### config.mk
export PLATFORM = sky130hd
export DESIGN_NAME = aud_ser_tx
export DESIGN_NICKNAME = d
export VERILOG_FILES = /design/src/rtl/aud_ser_pkg.sv /design/src/rtl/aud_ser_mtim.sv /design/src/rtl/aud_ser_strk.sv /design/src/rtl/aud_ser_tx.sv
export SDC_FILE = /design/constraint.sdc
export NUM_CORES = 1
export LEC_CHECK = 0
export ABC_AREA = 1
export BUFFER_PORTS_ARGS = -buffer_cell sky130_fd_sc_hd__buf_2
export CAP_MARGIN = 20
export CORE_ASPECT_RATIO = 0.6
export CORE_MARGIN = 1
export CORE_UTILIZATION = 30
export CTS_BUF_LIST = sky130_fd_sc_hd__clkbuf_4
export CTS_CLUSTER_SIZE = 28
export DETAILED_ROUTE_END_ITERATION = 6
export PLACE_DENSITY = 0.53
export SLEW_MARGIN = 15
export SYNTH_ARGS = -nofsm -noshare
export SYNTH_HDL_FRONTEND = slang
export SYNTH_SLANG_ARGS = --single-unit
### constraint.sdc
create_clock -name clk -period 2.67 [get_ports clk]
set_input_delay 0.267 -clock clk [delete_from_list [all_inputs] [get_ports clk]]
set_output_delay 0.267 -clock clk [all_outputs]
set_load 0.01 [all_outputs]
### src/rtl/aud_ser_pkg.sv
package aud_ser_pkg;
    typedef enum logic [1:0] {
        ST_SLEEP = 2'd0,
        ST_MUTE  = 2'd1,
        ST_RUN   = 2'd2
    } port_state_e;
endpackage

### src/rtl/aud_ser_mtim.sv
// Master timing: one free-running counter gives the bit clock, word select and slot position.
module aud_ser_mtim #(
    parameter int SLOT_W  = 32,
    parameter int SCK_DIV = 4
) (
    input  logic                      clk,
    input  logic                      rst_n,
    input  logic                      en,
    output logic                      evt,
    output logic                      ws_lvl,
    output logic [$clog2(SLOT_W)-1:0] pos,
    output logic                      new_slot,
    output logic                      sck_o,
    output logic                      ws_o
);
    localparam int DIV_B = $clog2(SCK_DIV);
    localparam int POS_B = $clog2(SLOT_W);
    localparam int CNT_W = DIV_B + POS_B + 1;

    logic [CNT_W-1:0] cnt;
    logic [CNT_W-1:0] nx;
    logic             sck_q;
    logic             ws_q;

    assign nx = cnt + CNT_W'(1);

    always_ff @(posedge clk or negedge rst_n) begin
        if (!rst_n) begin
            cnt   <= '1;
            sck_q <= 1'b1;
            ws_q  <= 1'b1;
        end else if (!en) begin
            cnt   <= '1;
            sck_q <= 1'b1;
            ws_q  <= 1'b1;
        end else begin
            cnt   <= nx;
            sck_q <= nx[DIV_B-1];
            ws_q  <= nx[CNT_W-1];
        end
    end

    // Bit event: last phase of a bit period; the next bit is presented on the falling bit clock.
    assign evt      = en && (cnt[DIV_B-1:0] == '1);
    assign pos      = nx[DIV_B +: POS_B];
    assign ws_lvl   = nx[CNT_W-1];
    assign new_slot = (nx[CNT_W-2:0] == '0);
    assign sck_o    = sck_q;
    assign ws_o     = ws_q;

    AST_WS_ON_SCK_FALL: assert property (@(posedge clk) disable iff (!rst_n)
        ($past(en) && en && !$stable(ws_q)) |-> $fell(sck_q));
endmodule

### src/rtl/aud_ser_strk.sv
// Slave tracker: synchronizes the external bit clock and word select and counts slot position.
module aud_ser_strk #(
    parameter int SLOT_W      = 32,
    parameter int SYNC_STAGES = 2
) (
    input  logic                      clk,
    input  logic                      rst_n,
    input  logic                      en,
    input  logic                      sck_i,
    input  logic                      ws_i,
    output logic                      evt,
    output logic                      ws_lvl,
    output logic [$clog2(SLOT_W)-1:0] pos,
    output logic                      new_slot
);
    localparam int POS_B = $clog2(SLOT_W);
    localparam logic [POS_B-1:0] POS_MAX = POS_B'(SLOT_W - 1);

    logic [SYNC_STAGES-1:0] sck_sh;
    logic [SYNC_STAGES-1:0] ws_sh;
    logic                   sck_d;
    logic                   ws_last;
    logic [POS_B-1:0]       pos_q;
    logic                   sck_s;
    logic                   ws_s;
    logic                   fall;

    assign sck_s    = sck_sh[SYNC_STAGES-1];
    assign ws_s     = ws_sh[SYNC_STAGES-1];
    assign fall     = sck_d && !sck_s;
    assign evt      = en && fall;
    assign ws_lvl   = ws_s;
    assign new_slot = (ws_s != ws_last);
    assign pos      = new_slot ? '0 : ((pos_q == POS_MAX) ? POS_MAX : pos_q + POS_B'(1));

    always_ff @(posedge clk or negedge rst_n) begin
        if (!rst_n) begin
            sck_sh  <= '0;
            ws_sh   <= '0;
            sck_d   <= 1'b0;
            ws_last <= 1'b0;
            pos_q   <= POS_MAX;
        end else begin
            sck_sh <= {sck_sh[SYNC_STAGES-2:0], sck_i};
            ws_sh  <= {ws_sh[SYNC_STAGES-2:0], ws_i};
            sck_d  <= sck_s;
            if (!en) begin
                ws_last <= ws_s;
                pos_q   <= POS_MAX;
            end else if (fall) begin
                ws_last <= ws_s;
                pos_q   <= pos;
            end
        end
    end

    AST_SLOT_RESTART: assert property (@(posedge clk) disable iff (!rst_n)
        (en && fall && (ws_s != ws_last)) |=> (pos_q == '0));
endmodule

### src/rtl/aud_ser_tx.sv
module aud_ser_tx
    import aud_ser_pkg::*;
#(
    parameter int SMP_W       = 18,
    parameter int SLOT_W      = 32,
    parameter int SCK_DIV     = 4,
    parameter int SYNC_STAGES = 2,
    parameter int MUTE_SHORT  = 1024,
    parameter int MUTE_LONG   = 12288
) (
    input  logic             clk,
    input  logic             rst_n,
    input  logic             standby,
    input  logic             slave_mode,
    input  logic             fmt_sel,
    input  logic             fmt_ext,
    input  logic             hpf_on,
    input  logic [SMP_W-1:0] smp_left,
    input  logic [SMP_W-1:0] smp_right,
    input  logic             sck_in,
    input  logic             ws_in,
    output logic             sck_out,
    output logic             sck_oe,
    output logic             ws_out,
    output logic             ws_oe,
    output logic             sdo,
    output logic             sdo_oe
);
    localparam int POS_B  = $clog2(SLOT_W);
    localparam int MUTE_W = $clog2(MUTE_LONG + 1);

    port_state_e       state;
    port_state_e       nstate;
    logic [MUTE_W-1:0] mute_cnt;
    logic [SMP_W-1:0]  lat_l;
    logic [SMP_W-1:0]  lat_r;
    logic              sdo_q;
    logic              awake;

    logic              m_evt, m_ws, m_new;
    logic [POS_B-1:0]  m_pos;
    logic              s_evt, s_ws, s_new;
    logic [POS_B-1:0]  s_pos;
    logic              evt, ws_lvl, new_slot;
    logic [POS_B-1:0]  pos;

    logic              left_low;
    logic              chan_left;
    logic              frame_evt;
    logic [SMP_W-1:0]  cur_l;
    logic [SMP_W-1:0]  cur_r;
    logic              nbit;

    // Slot image: sample MSB-first, shifted one position later for the delayed formats.
    function automatic logic bit_at(input logic [SMP_W-1:0] w,
                                    input logic [POS_B-1:0] p,
                                    input logic dly);
        logic [SLOT_W-1:0] img;
        img = {w, (SLOT_W - SMP_W)'(0)} >> dly;
        return img[POS_B'(SLOT_W - 1) - p];
    endfunction

    assign awake = (state != ST_SLEEP);

    aud_ser_mtim #(.SLOT_W(SLOT_W), .SCK_DIV(SCK_DIV)) u_mtim (
        .clk(clk), .rst_n(rst_n), .en(awake && !slave_mode),
        .evt(m_evt), .ws_lvl(m_ws), .pos(m_pos), .new_slot(m_new),
        .sck_o(sck_out), .ws_o(ws_out)
    );

    aud_ser_strk #(.SLOT_W(SLOT_W), .SYNC_STAGES(SYNC_STAGES)) u_strk (
        .clk(clk), .rst_n(rst_n), .en(awake && slave_mode),
        .sck_i(sck_in), .ws_i(ws_in),
        .evt(s_evt), .ws_lvl(s_ws), .pos(s_pos), .new_slot(s_new)
    );

    assign evt      = slave_mode ? s_evt : m_evt;
    assign ws_lvl   = slave_mode ? s_ws  : m_ws;
    assign pos      = slave_mode ? s_pos : m_pos;
    assign new_slot = slave_mode ? s_new : m_new;

    // Polarity: inverted only for slave formats 3 and 4.
    assign left_low  = !fmt_sel ^ (slave_mode && fmt_ext);
    assign chan_left = ws_lvl ^ left_low;
    assign frame_evt = evt && new_slot && (chan_left == !fmt_sel);
    assign cur_l     = frame_evt ? smp_left  : lat_l;
    assign cur_r     = frame_evt ? smp_right : lat_r;
    assign nbit      = bit_at(chan_left ? cur_l : cur_r, pos, !fmt_sel);

    always_comb begin
        nstate = state;
        unique case (state)
            ST_SLEEP: if (!standby) nstate = ST_MUTE;
            ST_MUTE: begin
                if (standby)                                   nstate = ST_SLEEP;
                else if (frame_evt && mute_cnt == MUTE_W'(1))  nstate = ST_RUN;
            end
            ST_RUN:   if (standby) nstate = ST_SLEEP;
            default:  nstate = ST_SLEEP;
        endcase
    end

    always_ff @(posedge clk or negedge rst_n) begin
        if (!rst_n) state <= ST_SLEEP;
        else        state <= nstate;
    end

    always_ff @(posedge clk or negedge rst_n) begin
        if (!rst_n) begin
            mute_cnt <= MUTE_W'(MUTE_SHORT);
            lat_l    <= '0;
            lat_r    <= '0;
            sdo_q    <= 1'b0;
        end else begin
            if (state == ST_SLEEP)
                mute_cnt <= hpf_on ? MUTE_W'(MUTE_LONG) : MUTE_W'(MUTE_SHORT);
            else if (state == ST_MUTE && frame_evt)
                mute_cnt <= mute_cnt - MUTE_W'(1);
            if (frame_evt) begin
                lat_l <= smp_left;
                lat_r <= smp_right;
            end
            if (nstate != ST_RUN) sdo_q <= 1'b0;
            else if (evt)         sdo_q <= nbit;
        end
    end

    assign sdo    = sdo_q;
    assign sdo_oe = awake;
    assign sck_oe = awake && !slave_mode;
    assign ws_oe  = awake && !slave_mode;

    AST_SLEEP_HIZ: assert property (@(posedge clk) disable iff (!rst_n)
        standby |=> (!sdo_oe && !sck_oe && !ws_oe));
    AST_MUTE_QUIET: assert property (@(posedge clk) disable iff (!rst_n)
        (state == ST_MUTE) |-> !sdo);
    AST_SDO_ON_FALL: assert property (@(posedge clk) disable iff (!rst_n)
        (!slave_mode && sdo_oe && $past(sdo_oe) && !$stable(sdo)) |-> $fell(sck_out));
endmodule

==> results.md, run 1 <==
- VDD IR-drop max: around 0.29 mV
- Hold WC Path Type: in -> reg
- Worst setup SP type: register
- Synth Register Bits: between 70 and 80
- Share of cells above drive strength 1: 0.263
- Detailed Route Iter0 Violations: 274
- CP max stage cell: dfstp_2
- CTS tree: built
- Post-Route WL: around 12 mm
- Post-route setup slack: -0.0198 ns
- P&R area growth vs syn: 28.6%
- Chip Width: ~150 µm
- Slew Viols, Final: 0
- Setup violators final: 1
- Clock-pin slew on the worst setup and hold paths: approximately 0.12 ns
- Largest net degree at the start of global routing: 32
- Final Cycle Share: 1.01
- CP Data Required Time: between 3 and 4 ns
- Vias in the first global route: 3478
- Max-Cap Viols: 0
- CP max FO: 15
- Final hold vios: 0
- Most frequent cells after synthesis: 149 x nand2_1, 100 x nand3_1, 59 x inv_1
- EDFF count, synth: 0
- Worst path top cell family by delay: simple AND/OR/NAND/NOR gates
- Dpl hpwl: roughly 8.2 mm
- Global-route wire length before repair: 17.9 mm
- GRT Total Usage: 0.170
- Hold Worst Slack: around 0.057 ns
- Critical Path, Cell by Cell: ha_4 > nand3_1 > o21ai_0 > nand3_2 > nand3_2 > nor2_4 > buf_4 > clkbuf_16 > nand3_1 > nand3_1 > nand3_1 > nand4_1 > nand2_1 > nand2_1 > nand2_1 > nand3_1 > a21oi_1
- Initial Utilization: 0.309
- Setup TNS: -0.0198 ns
- Max_slew headroom: 0.620
- Cell Area, Synth: 0.00400 mm²
- CTS Sinks: between 70 and 80
- Wirelength per Cell: 15.3 µm
- Drc violations: 0
- Initial antenna violation count: 0
- Routed Antenna Nets: 0
- Area leader, netlist: dfrtp_1
- RSZ-0062 raised after global routing: yes
- Ys flop type: dfrtp_1
- HP Start: smp_left[17]
- Synth area leaders: dfrtp_1 36%, nand2_1 14%, nand3_1 13%
- Core Box Area: roughly 0.013 mm²
- Max Clk Rate: roughly 370 MHz
- Clk buf depth: 2
- Clock latency on the worst-skew pair: about 0.45 ns
- Worst Path Buf+Inv: 2
- I/O Pins: between 50 and 60
- H-Tree Depth: 3
- Diode count: 0
- Skew final: ~0.026 ns
- Arrival time worst endpoint: between 3 and 4 ns
- Nets: 668
- Static leakage: roughly 2.7 nW
- Status: finished with violations
- Top-count cell post-synth: nand2_1
- Yosys Warn Count: 0
- Most numerous cell on the critical path: nand3_1
- CP endpoint kind: register
- DR vias: 3833
- Power Total: 0.00361 W
- FP Rows: 32
- Slew @ Worst Pin: ~0.57 ns
- PwrDens: approximately 700 mW/mm²
- Crit path kind: reg -> reg
- CP peak stage delay: roughly 0.6 ns
- Die H: 91.4 µm
- Share of Yosys cell area claimed by the top area cell type: 0.363
- Reg-to-Reg Start: u_mtim.cnt[0]$_DFF_PN1_
- Post-synthesis area per instance: roughly 7.5 µm²
- Placer Congestion: around 0.85
- Die ar.: 0.0138 mm²
- Vias per std cell: 4.83
- Seq/Total Area, Yosys: 0.455
- Number of port buffers: 50
- Netlist cell types: 37
- Num CTS Buffers: 9
- Async set-reset flop share out of synthesis: 1.00
- Clock root cell: clkbuf_4
- Post-synth net total: between 500 and 600
- Violated checks: setup timing
- GRT overflow: 0
- Critical path origin: u_mtim.cnt[0]$_DFF_PN1_
- DRT Pass-1 Iters: 4
- Post-layout min period: ~2.7 ns
- Syn Inst Count: ~540
[worst paths after layout]
kind                                               end  slack, ns  cells after the start
hold / removal                     lat_l[17]$_DFF_PN0_       0.06                      3
max in group asynchronous  u_strk.pos_q[1]$_DFFE_PN1P_       1.62                      3
setup / recovery                       sdo$_DFFE_PN0P_      -0.02                     17
min in group asynchronous      mute_cnt[9]$_DFFE_PN0P_       0.26                      2
setup reg to reg                       sdo$_DFFE_PN0P_      -0.02                     17
hold reg to reg              u_strk.ws_sh[1]$_DFF_PN0_       0.36                      0
[state kept, by name, summed over array words and instances, names as in the netlist]
signal	count
lat_l	18
lat_r	18
mute_cnt	14
u_mtim.cnt	8
u_strk.pos_q	5
state	2
u_strk.sck_sh	2
u_strk.ws_sh	2
sdo	1
u_strk.sck_d	1
u_strk.ws_last	1
[what timing repair did]
| item | in CTS | in global routing |
|---|---|---|
| buffers inserted | 0 | 6 |
| gates resized for setup | 1 | 44 |
| pin swaps | 0 | 13 |
| cloned | 0 | 6 |
| hold endpoints to repair | 19 | 0 |
| endpoints found under the setup margin | 1 | 7 |
| hold buffers | 4 | 0 |
[report_power, final]
group	internal, W	switching, W
logic	0.000497	0.000819
registers	0.00139	0.000105
clock network	0.000387	0.000412
total	0.00228	0.00134
[kinds of logic (layout without fill, tap and decap cells)]
group           Yosys count  count (layout)  synth area share
simple gates            313             313             0.347
buf+inv                  83             171            0.0851
flops                    72              72             0.455
compound gates           55              55            0.0795
xor+xnor                  7               7            0.0172
fa+ha+maj                 5               5            0.0156
[metal layers]
layer / part of all wire / up-vias / track usage
met3: 0.060 / 10 / 0.0412
met5: 0 / - / 0
met4: 0.0067 / 0 / 0.0375
met1: 0.56 / 1808 / 0.284
met2: 0.38 / 109 / 0.209
li1: - / 1906 / -
[cells in the final DEF, fill, tap and decap left out, types with 3 or more instances in the layout]
master           n
nand3b_1         5
nand2_1        142
nand3_2         12
dfrtp_1         58
o21ai_1          4
nor2_4           6
dfstp_2         14
nor2_1          29
dlygate4sd3_1    4
nand2_2          9
clkbuf_16        6
buf_2           50
ha_1             4
inv_2            7
nor2_2           4
buf_4           21
clkinv_1         3
o21ai_0         20
clkbuf_4        10
nand3_1         89
nor3_1           5
a22oi_1          4
xor2_1           5
a21oi_1         16
a21oi_2          5
buf_12           3
inv_1           58
and2_1           5
[final cells by class]
| cell class | instances | area, µm² |
|---|---|---|
| clock buffer | 10 | 75.1 |
| clock inverter | 6 | 85.1 |
| fill | 1370 | 7790 |
| inverter | 68 | 260 |
| multi-input combinational | 380 | 1990 |
| sequential | 72 | 1820 |
| tap | 170 | 213 |
| timing repair buffer | 87 | 696 |
[worst min-delay path: stages]
cell     delay, ns
buf_2         0.10
nand2_2       0.06
nand2_1       0.05
[per-stage QoR]
| stage | instance area [µm²] | setup WS [ns] | utilization | cells |
|---|---|---|---|---|
| 2_1_floorplan | 4000 | 0.222 | - | 535 |
| 3_3_place_gp | 4570 | 0.0978 | 0.353 | 761 |
| 3_5_place_dp | 4570 | -0.00584 | 0.353 | 761 |
| 4_1_cts | 4780 | 0.0133 | 0.369 | 781 |
| 5_1_grt | 5140 | -0.161 | 0.398 | 793 |
| 6_report | 5140 | -0.0198 | 0.398 | 793 |
No activity file was read; power rests on OpenSTA's default activity.
==> run 2: changes to the inputs <==
==> constraint.sdc (replaced) <==
create_clock -name clk -period 3.4 [get_ports clk]
set_input_delay 0.34 -clock clk [delete_from_list [all_inputs] [get_ports clk]]
set_output_delay 0.34 -clock clk [all_outputs]
set_load 0.01 [all_outputs]
==> run 2 against run 1 <==
The run now ends clean. Critical path depth grew 1. Total power shrank 23%. Fmax shrank 7.9%. Clock power shrank 11%. First-iteration DRC count shrank 8.4%. Critical path type unchanged. Combinational power shrank 32%.
==> results.md, run 2 (same netlist as run 1, synthesis figures left out) <==
- DRT Pass-1 Iters: 5 (+1)
- PwrDens: 598 mW/mm² (-15%)
- Setup violators final: 0 (-1)
- Initial antenna violation count: 0 (unchanged)
- Most frequent cells in the layout: 149 x nand2_1, 100 x nand3_1, 59 x inv_1, 58 x dfrtp_1, 50 x buf_2
- Vias per std cell: 4.77 (-1.4%)
- Design area: 0.00467 mm² (-9.2%)
- Hold Worst Slack: 0.0742 ns (+0.0170 ns)
- M1 GR Usage: 0.267 (-0.0162)
- Met3 Use GR: 0.0558 (+0.0146)
- Status: finished, final reports clean
- GRT Total Usage: 0.169 (-0.00148)
- RSZ-0062 raised after global routing: no
- Biggest regs: lat_l: 18 flops, lat_r: 18 flops, mute_cnt: 14 flops
- H-Tree Depth: 3 (unchanged)
- GRT overflow: 0 (unchanged)
- Worst R2R Setup Slack: 0.48 ns (+0.50 ns)
- Crit path kind: reg -> reg
- Vias in the first global route: 3420 (-1.7%)
- Diode count: 0 (unchanged)
- Grt peak-use layer: met1
- I/O Pins: 51 (unchanged)
- Max_slew headroom: 0.562 (-0.0581)
- Static leakage: 2.52 nW (-7.0%)
- CTS Sinks: 72 (unchanged)
- Slew @ Worst Pin: 0.655 ns (+0.0868 ns)
- Share of cells above drive strength 1: 0.178 (-0.0854)
- Global-route wire length before repair: 17.7 mm (-1.2%)
- Post-layout min period: 2.92 ns (+0.229 ns)
- Arrival time worst endpoint: 3.31 ns (+0.25 ns)
- Clock root cell: clkbuf_4
- Final hold vios: 0 (unchanged)
- DR vias: 3651 (-4.7%)
- CP Data Required Time: 3.79 ns (+0.75 ns)
- Nets: 641 (-4.0%)
- Chip Width: 151 µm (unchanged)
- Clk buf depth: 2 (unchanged)
- Die ar.: 0.0138 mm² (unchanged)
- VDD IR-drop max: 0.172 mV (-41%)
- Area after DPL: 0.00445 mm² (-2.6%)
- Commonest non-fill, non-tap cell in the layout: nand2_1
- Num CTS Buffers: 9 (unchanged)
- Fin util: 0.361 (-0.0364)
- Met2 GRT Util: 0.217 (+0.00765)
- Final Cycle Share: 0.859 (-0.149)
- Worst setup SP type: register
- Die H: 91.4 µm (unchanged)
- Skew final: 0.0168 ns (-0.00938 ns)
- Drc violations: 0 (unchanged)
- Max-Cap Viols: 0 (unchanged)
- Number of port buffers: 50 (unchanged)
- Max Clk Rate: 343 MHz (-7.9%)
- Wirelength per Cell: 14.0 µm (-8.7%)
- Post-Route WL: 10.7 mm (-12%)
- Post-CTS Setup Inserts: 0 (unchanged)
- Largest net degree at the start of global routing: 73 (+130%)
- Core Box Area: 0.0129 mm² (unchanged)
- P&R area growth vs syn: 16.8%
- Hold WC Path Type: in -> reg
- CP endpoint kind: register
- Fill count: 1374 (+0.29%)
- CTS tree: built
- Dpl hpwl: 7.82 mm (-4.7%)
- Routed Antenna Nets: 0 (unchanged)
- Initial Utilization: 0.309 (unchanged)
- Setup TNS: 0 ns (+0.0198 ns)
- CP max FO: 31 (+16)
- Clock-pin slew on the worst setup and hold paths: 0.12 ns (about the same)
- Clock latency on the worst-skew pair: 0.45 ns (about the same)
- Slew Viols, Final: 0 (unchanged)
- Placer Congestion: 0.873 (+2.2%)
- FP Rows: 32 (unchanged)
- Detailed Route Iter0 Violations: 251 (-8.4%)
## run 2: cell count changes in the layout (fill, tap and decap cells not counted), moves of 2 or more
| cell | before | now |
|---|---|---|
| a21oi_1 | 16 | 20 |
| clkbuf_16 | 6 | 0 |
| nand2_2 | 9 | 2 |
| nor2_2 | 4 | 1 |
| buf_6 | 2 | 0 |
| a21oi_2 | 5 | 1 |
| nand2_1 | 142 | 149 |
| nand3_2 | 12 | 1 |
| nand3_1 | 89 | 100 |
| nor2_4 | 6 | 2 |
| nor2_1 | 29 | 36 |
| buf_4 | 21 | 5 |
## run 2: final cells by class
| class | instances | area [µm²] | area share |
|---|---|---|---|
| clock buffers | 10 | 75.1 | 0.0161 |
| clock inverters | 6 | 108 | 0.0230 |
| inverters | 68 | 255 | 0.0546 |
| multi-input cells | 380 | 1840 | 0.395 |
| flip-flops and latches | 72 | 1820 | 0.389 |
| well taps | 170 | 213 | 0.0455 |
| repair buffers | 60 | 358 | 0.0766 |
## run 2: critical path, stage by stage (launching register included)
cell and delay, ns:
dfstp_2 0.59, ha_1 0.22, nand2_1 0.09, nor2_1 0.13, nand3_1 0.10, nand3_1 0.11, nand3_1 0.13, nor2_4 0.14
buf_4 0.36, nand3_1 0.23, nand3_1 0.16, nand3_1 0.08, nand2_1 0.08, nand2_1 0.05, nand3b_1 0.09, nand2_1 0.07
nand2_1 0.06, nand3_1 0.07, a21oi_1 0.12
## run 2: through the flow
step | cells | power, W | worst slack (ns)
floorplan | 535 | 0.00183 | 0.952
global placement | 747 | 0.00207 | 0.509
detailed placement | 747 | 0.00209 | 0.412
CTS | 766 | 0.00281 | 0.384
global route | 766 | 0.00302 | 0.109
finish | 766 | 0.00279 | 0.481
## run 2: final timing paths
check,startpoint,cells past startpoint,end
worst min register to register,u_strk.sck_sh[0]$_DFF_PN0_,0,u_strk.sck_sh[1]$_DFF_PN0_
max in group asynchronous,rst_n,3,u_mtim.cnt[1]$_DFF_PN1_
min in group asynchronous,rst_n,3,mute_cnt[9]$_DFFE_PN0P_
worst max register to register,u_mtim.cnt[1]$_DFF_PN1_,18,sdo$_DFFE_PN0P_
worst max-delay path,u_mtim.cnt[1]$_DFF_PN1_,18,sdo$_DFFE_PN0P_
worst min-delay path,standby,2,state[0]$_DFF_PN0_
## run 2: repair_timing
action | 4_1_cts | 5_1_grt
resized for setup | 0 | 1
hold buffers | 3 | 0
endpoints found under the setup margin | 0 | 2
hold endpoints to repair | 60 | 0
## run 2: layer usage
layer | vias to the layer above | part of all wire
met3 | 7 | 0.062
met2 | 89 | 0.37
met5 | - | 0
li1 | 1838 | -
met1 | 1717 | 0.56
met4 | 0 | 0.0064
## run 2: power by group
group          internal [W]  leakage [nW]  switching (W)
registers           0.00110         0.871      0.0000856
logic              0.000319          1.55       0.000584
clock network      0.000378        0.0980       0.000330
total               0.00179          2.52       0.000999
==> run 3: changes to the inputs <==
--- a/config.mk
+++ b/config.mk
@@ -10,11 +10,11 @@
 export CAP_MARGIN = 20
 export CORE_ASPECT_RATIO = 0.6
 export CORE_MARGIN = 1
-export CORE_UTILIZATION = 30
+export CORE_UTILIZATION = 40
 export CTS_BUF_LIST = sky130_fd_sc_hd__clkbuf_4
 export CTS_CLUSTER_SIZE = 28
 export DETAILED_ROUTE_END_ITERATION = 6
-export PLACE_DENSITY = 0.53
+export PLACE_DENSITY = 0.65
 export SLEW_MARGIN = 15
 export SYNTH_ARGS = -nofsm -noshare
 export SYNTH_HDL_FRONTEND = slang
==> run 3 against run 2 <==
Via count down 1.2%. Count of clock-buffer cells in the layout up 2. Highest routed layer unchanged. Critical endpoint is now mute_cnt[6]$_DFFE_PN0P_. Non-clock buffer count up 2. Sequential share of layout area up 1.1 points. Clock power down 32%. Total power down 8.9%. Fmax down 0.78%. Global-route usage up 3.9 points. Worst hold slack better by 0.017 ns. Register-to-register slack worse by 0.02 ns.
==> results.md, run 3 (same netlist as run 1, synthesis figures left out) <==
- RSZ-0062 raised after global routing: no
- Area after DPL: 0.00441 mm² (-1.1%)
- Crit path kind: reg -> reg
- Finished Layout Cells: 728 (-5.0%)
- Critical Path, Cell by Cell: ha_1 > nand2_1 > nor2_1 > nand3_1 > nand3_1 > nand3_1 > nor2_4 > nand2_2 > buf_12 > nor2_4 > inv_2 > nand2_2 > inv_2 > nor2_1 > inv_1 > nor2_1 > o21ai_0 > a21oi_1
- Clock-pin slew on the worst setup and hold paths: 0.11 ns (about the same)
- Initial antenna violation count: 0 (unchanged)
- Post-layout min period: 2.94 ns (+0.0228 ns)
- Diode count: 0 (unchanged)
- P&R area growth vs syn: 13.8%
- Nets: 643 (+0.31%)
- Fill count: 947 (-31%)
- Pre-CTS setup slack: 0.471 ns (+0.0584 ns)
- Die ar.: 0.0104 mm² (-25%)
- CP max stage cell: dfstp_2
- Max_slew headroom: 0.599 (+0.0376)
- P_sw: 0.000956 W (-4.3%)
- Design area: 0.00455 mm² (-2.6%)
- DRT Pass-1 Iters: 5 (unchanged)
- Post-CTS resize count: 0 (unchanged)
- Hold Buf Count CTS: 3 (unchanged)
- CP peak stage delay: 0.59 ns (about the same)
- Static leakage: 2.49 nW (-1.3%)
- Share of cells above drive strength 1: 0.181 (+0.00275)
- Dpl hpwl: 7.40 mm (-5.4%)
- Clock latency on the worst-skew pair: 0.45 ns (about the same)
- Status: finished, final reports clean
- GRT Total Usage: 0.208 (+0.0386)
- Slew @ Worst Pin: 0.599 ns (-0.0561 ns)
- Clock root cell: clkbuf_4
- CP Data Required Time: 3.77 ns (-0.02 ns)
- Placed cells: 709 (-5.1%)
- Routed Antenna Nets: 0 (unchanged)
- Post-CTS Setup Inserts: 0 (unchanged)
- Skew final: 0.0230 ns (+0.00612 ns)
- CTS Sinks: 72 (unchanged)
- Vias in the first global route: 3257 (-4.8%)
- Sequential power share: 0.463 (+0.040)
- Commonest non-fill, non-tap cell in the layout: nand2_1
- Worst path top cell family by delay: simple AND/OR/NAND/NOR gates
- CP endpoint kind: register
- Clk buf depth: 2 (unchanged)
- Final hold vios: 0 (unchanged)
- Setup violators final: 0 (unchanged)
- Hold Worst Slack: 0.0910 ns (+0.0169 ns)
- Hold WC Path Type: in -> reg
- Post-route setup slack: 0.458 ns (-0.0228 ns)
- Drc violations: 0 (unchanged)
- Placer Congestion: 0.884 (+1.3%)
- Setup TNS: 0 ns (unchanged)
- CTS tree: built
- Chip Width: 131 µm (-13%)
- Number of port buffers: 50 (unchanged)
- Arrival time worst endpoint: 3.31 ns (about the same)
- Core Box Area: 0.00943 mm² (-27%)
- Initial Utilization: 0.424 (+0.115)
- Num CTS Buffers: 9 (unchanged)
- Most frequent cells in the layout: 149 x nand2_1, 100 x nand3_1, 59 x inv_1, 58 x dfrtp_1, 50 x buf_2
- Global-route wire length before repair: 16.2 mm (-8.5%)
- Post-Route WL: 9.95 mm (-7.0%)
- Detailed Route Iter0 Violations: 269 (+7.2%)
- Die H: 79.4 µm (-13%)
- DR vias: 3607 (-1.2%)
- Slew Viols, Final: 0 (unchanged)
- GRT overflow: 0 (unchanged)
- Largest net degree at the start of global routing: 32 (-56%)
- Biggest regs: lat_l: 18 flops, lat_r: 18 flops, mute_cnt: 14 flops
- Worst Path Buf+Inv: 4 (+3)
- Final Cycle Share: 0.865 (+0.00671)
- Clock Power Share: 0.188 (-0.066)
- Combinational power share: 0.349 (+0.026)
- Switching share of power: 0.376 (+0.0183)
- I/O Pins: 51 (unchanged)
- Max-Cap Viols: 0 (unchanged)
- Vias per std cell: 4.95 (+4.0%)
- CP max FO: 28 (-9.7%)
- FP Rows: 27 (-16%)
- VDD IR-drop max: 0.218 mV (+27%)
- Internal Power: 0.00159 W (-12%)
- Max Clk Rate: 340 MHz (-0.78%)
- Worst setup SP type: register
- Wirelength per Cell: 13.7 µm (-2.1%)
- PwrDens: 559 mW/mm² (-6.5%)
- H-Tree Depth: 3 (unchanged)
==> run 3: cell types whose count changed in the layout (fill, tap and decap cells not counted), sizes merged <==
cell    change
bufinv      -3
buf         +2
clkinv      +1
clkbuf      +2
==> run 3: power groups by stage <==
| stage | registers (W) | logic (W) | clock network (W) |
|---|---|---|---|
| floorplan | 0.00117 | 0.000656 | 0 |
| finish | 0.00118 | 0.000886 | 0.000478 |
| global placement | 0.00119 | 0.000856 | 0 |
| CTS | 0.00118 | 0.000885 | 0.000496 |
| global route | 0.00120 | 0.00103 | 0.000532 |
| detailed placement | 0.00119 | 0.000878 | 0 |
==> run 3: metrics by stage <==
step	total power, W	utilization
after floorplan	0.00183	-
final	0.00254	0.483
after global placement	0.00205	0.467
after CTS	0.00256	0.483
after global routing	0.00276	0.483
after detailed placement	0.00207	0.467
==> run 3: layer usage <==
metal	share of wire	vias up	GRT usage	wire (µm)
met3	0.058	13	0.0422	576
met4	0.013	0	0.0724	125
met1	0.54	1655	0.320	5360
met2	0.39	95	0.282	3890
met5	0	-	0	0
li1	-	1844	-	-
==> run 3: path summary, 6_finish.rpt <==
path	start	endpoint	slack (ns)	depth (start not counted)
min	standby	state[0]$_DFF_PN0_	0.09	2
max reg2reg	u_mtim.cnt[1]$_DFF_PN1_	mute_cnt[6]$_DFFE_PN0P_	0.46	18
min in group asynchronous	rst_n	lat_l[17]$_DFF_PN0_	0.41	2
min reg2reg	u_strk.sck_sh[0]$_DFF_PN0_	u_strk.sck_sh[1]$_DFF_PN0_	0.36	0
max	u_mtim.cnt[1]$_DFF_PN1_	mute_cnt[6]$_DFFE_PN0P_	0.46	18
max in group asynchronous	rst_n	mute_cnt[10]$_DFFE_PN1P_	2.15	3
==> run 3: area by class of cell <==
type / count / area, µm² / area share
well taps: 130 / 163 / 0.0358
clock buffers: 12 / 90.1 / 0.0198
multi-input cells: 380 / 1840 / 0.404
repair buffers: 62 / 360 / 0.0792
flip-flops and latches: 72 / 1820 / 0.400
inverters: 68 / 255 / 0.0561
clock inverters: 4 / 22.5 / 0.00495
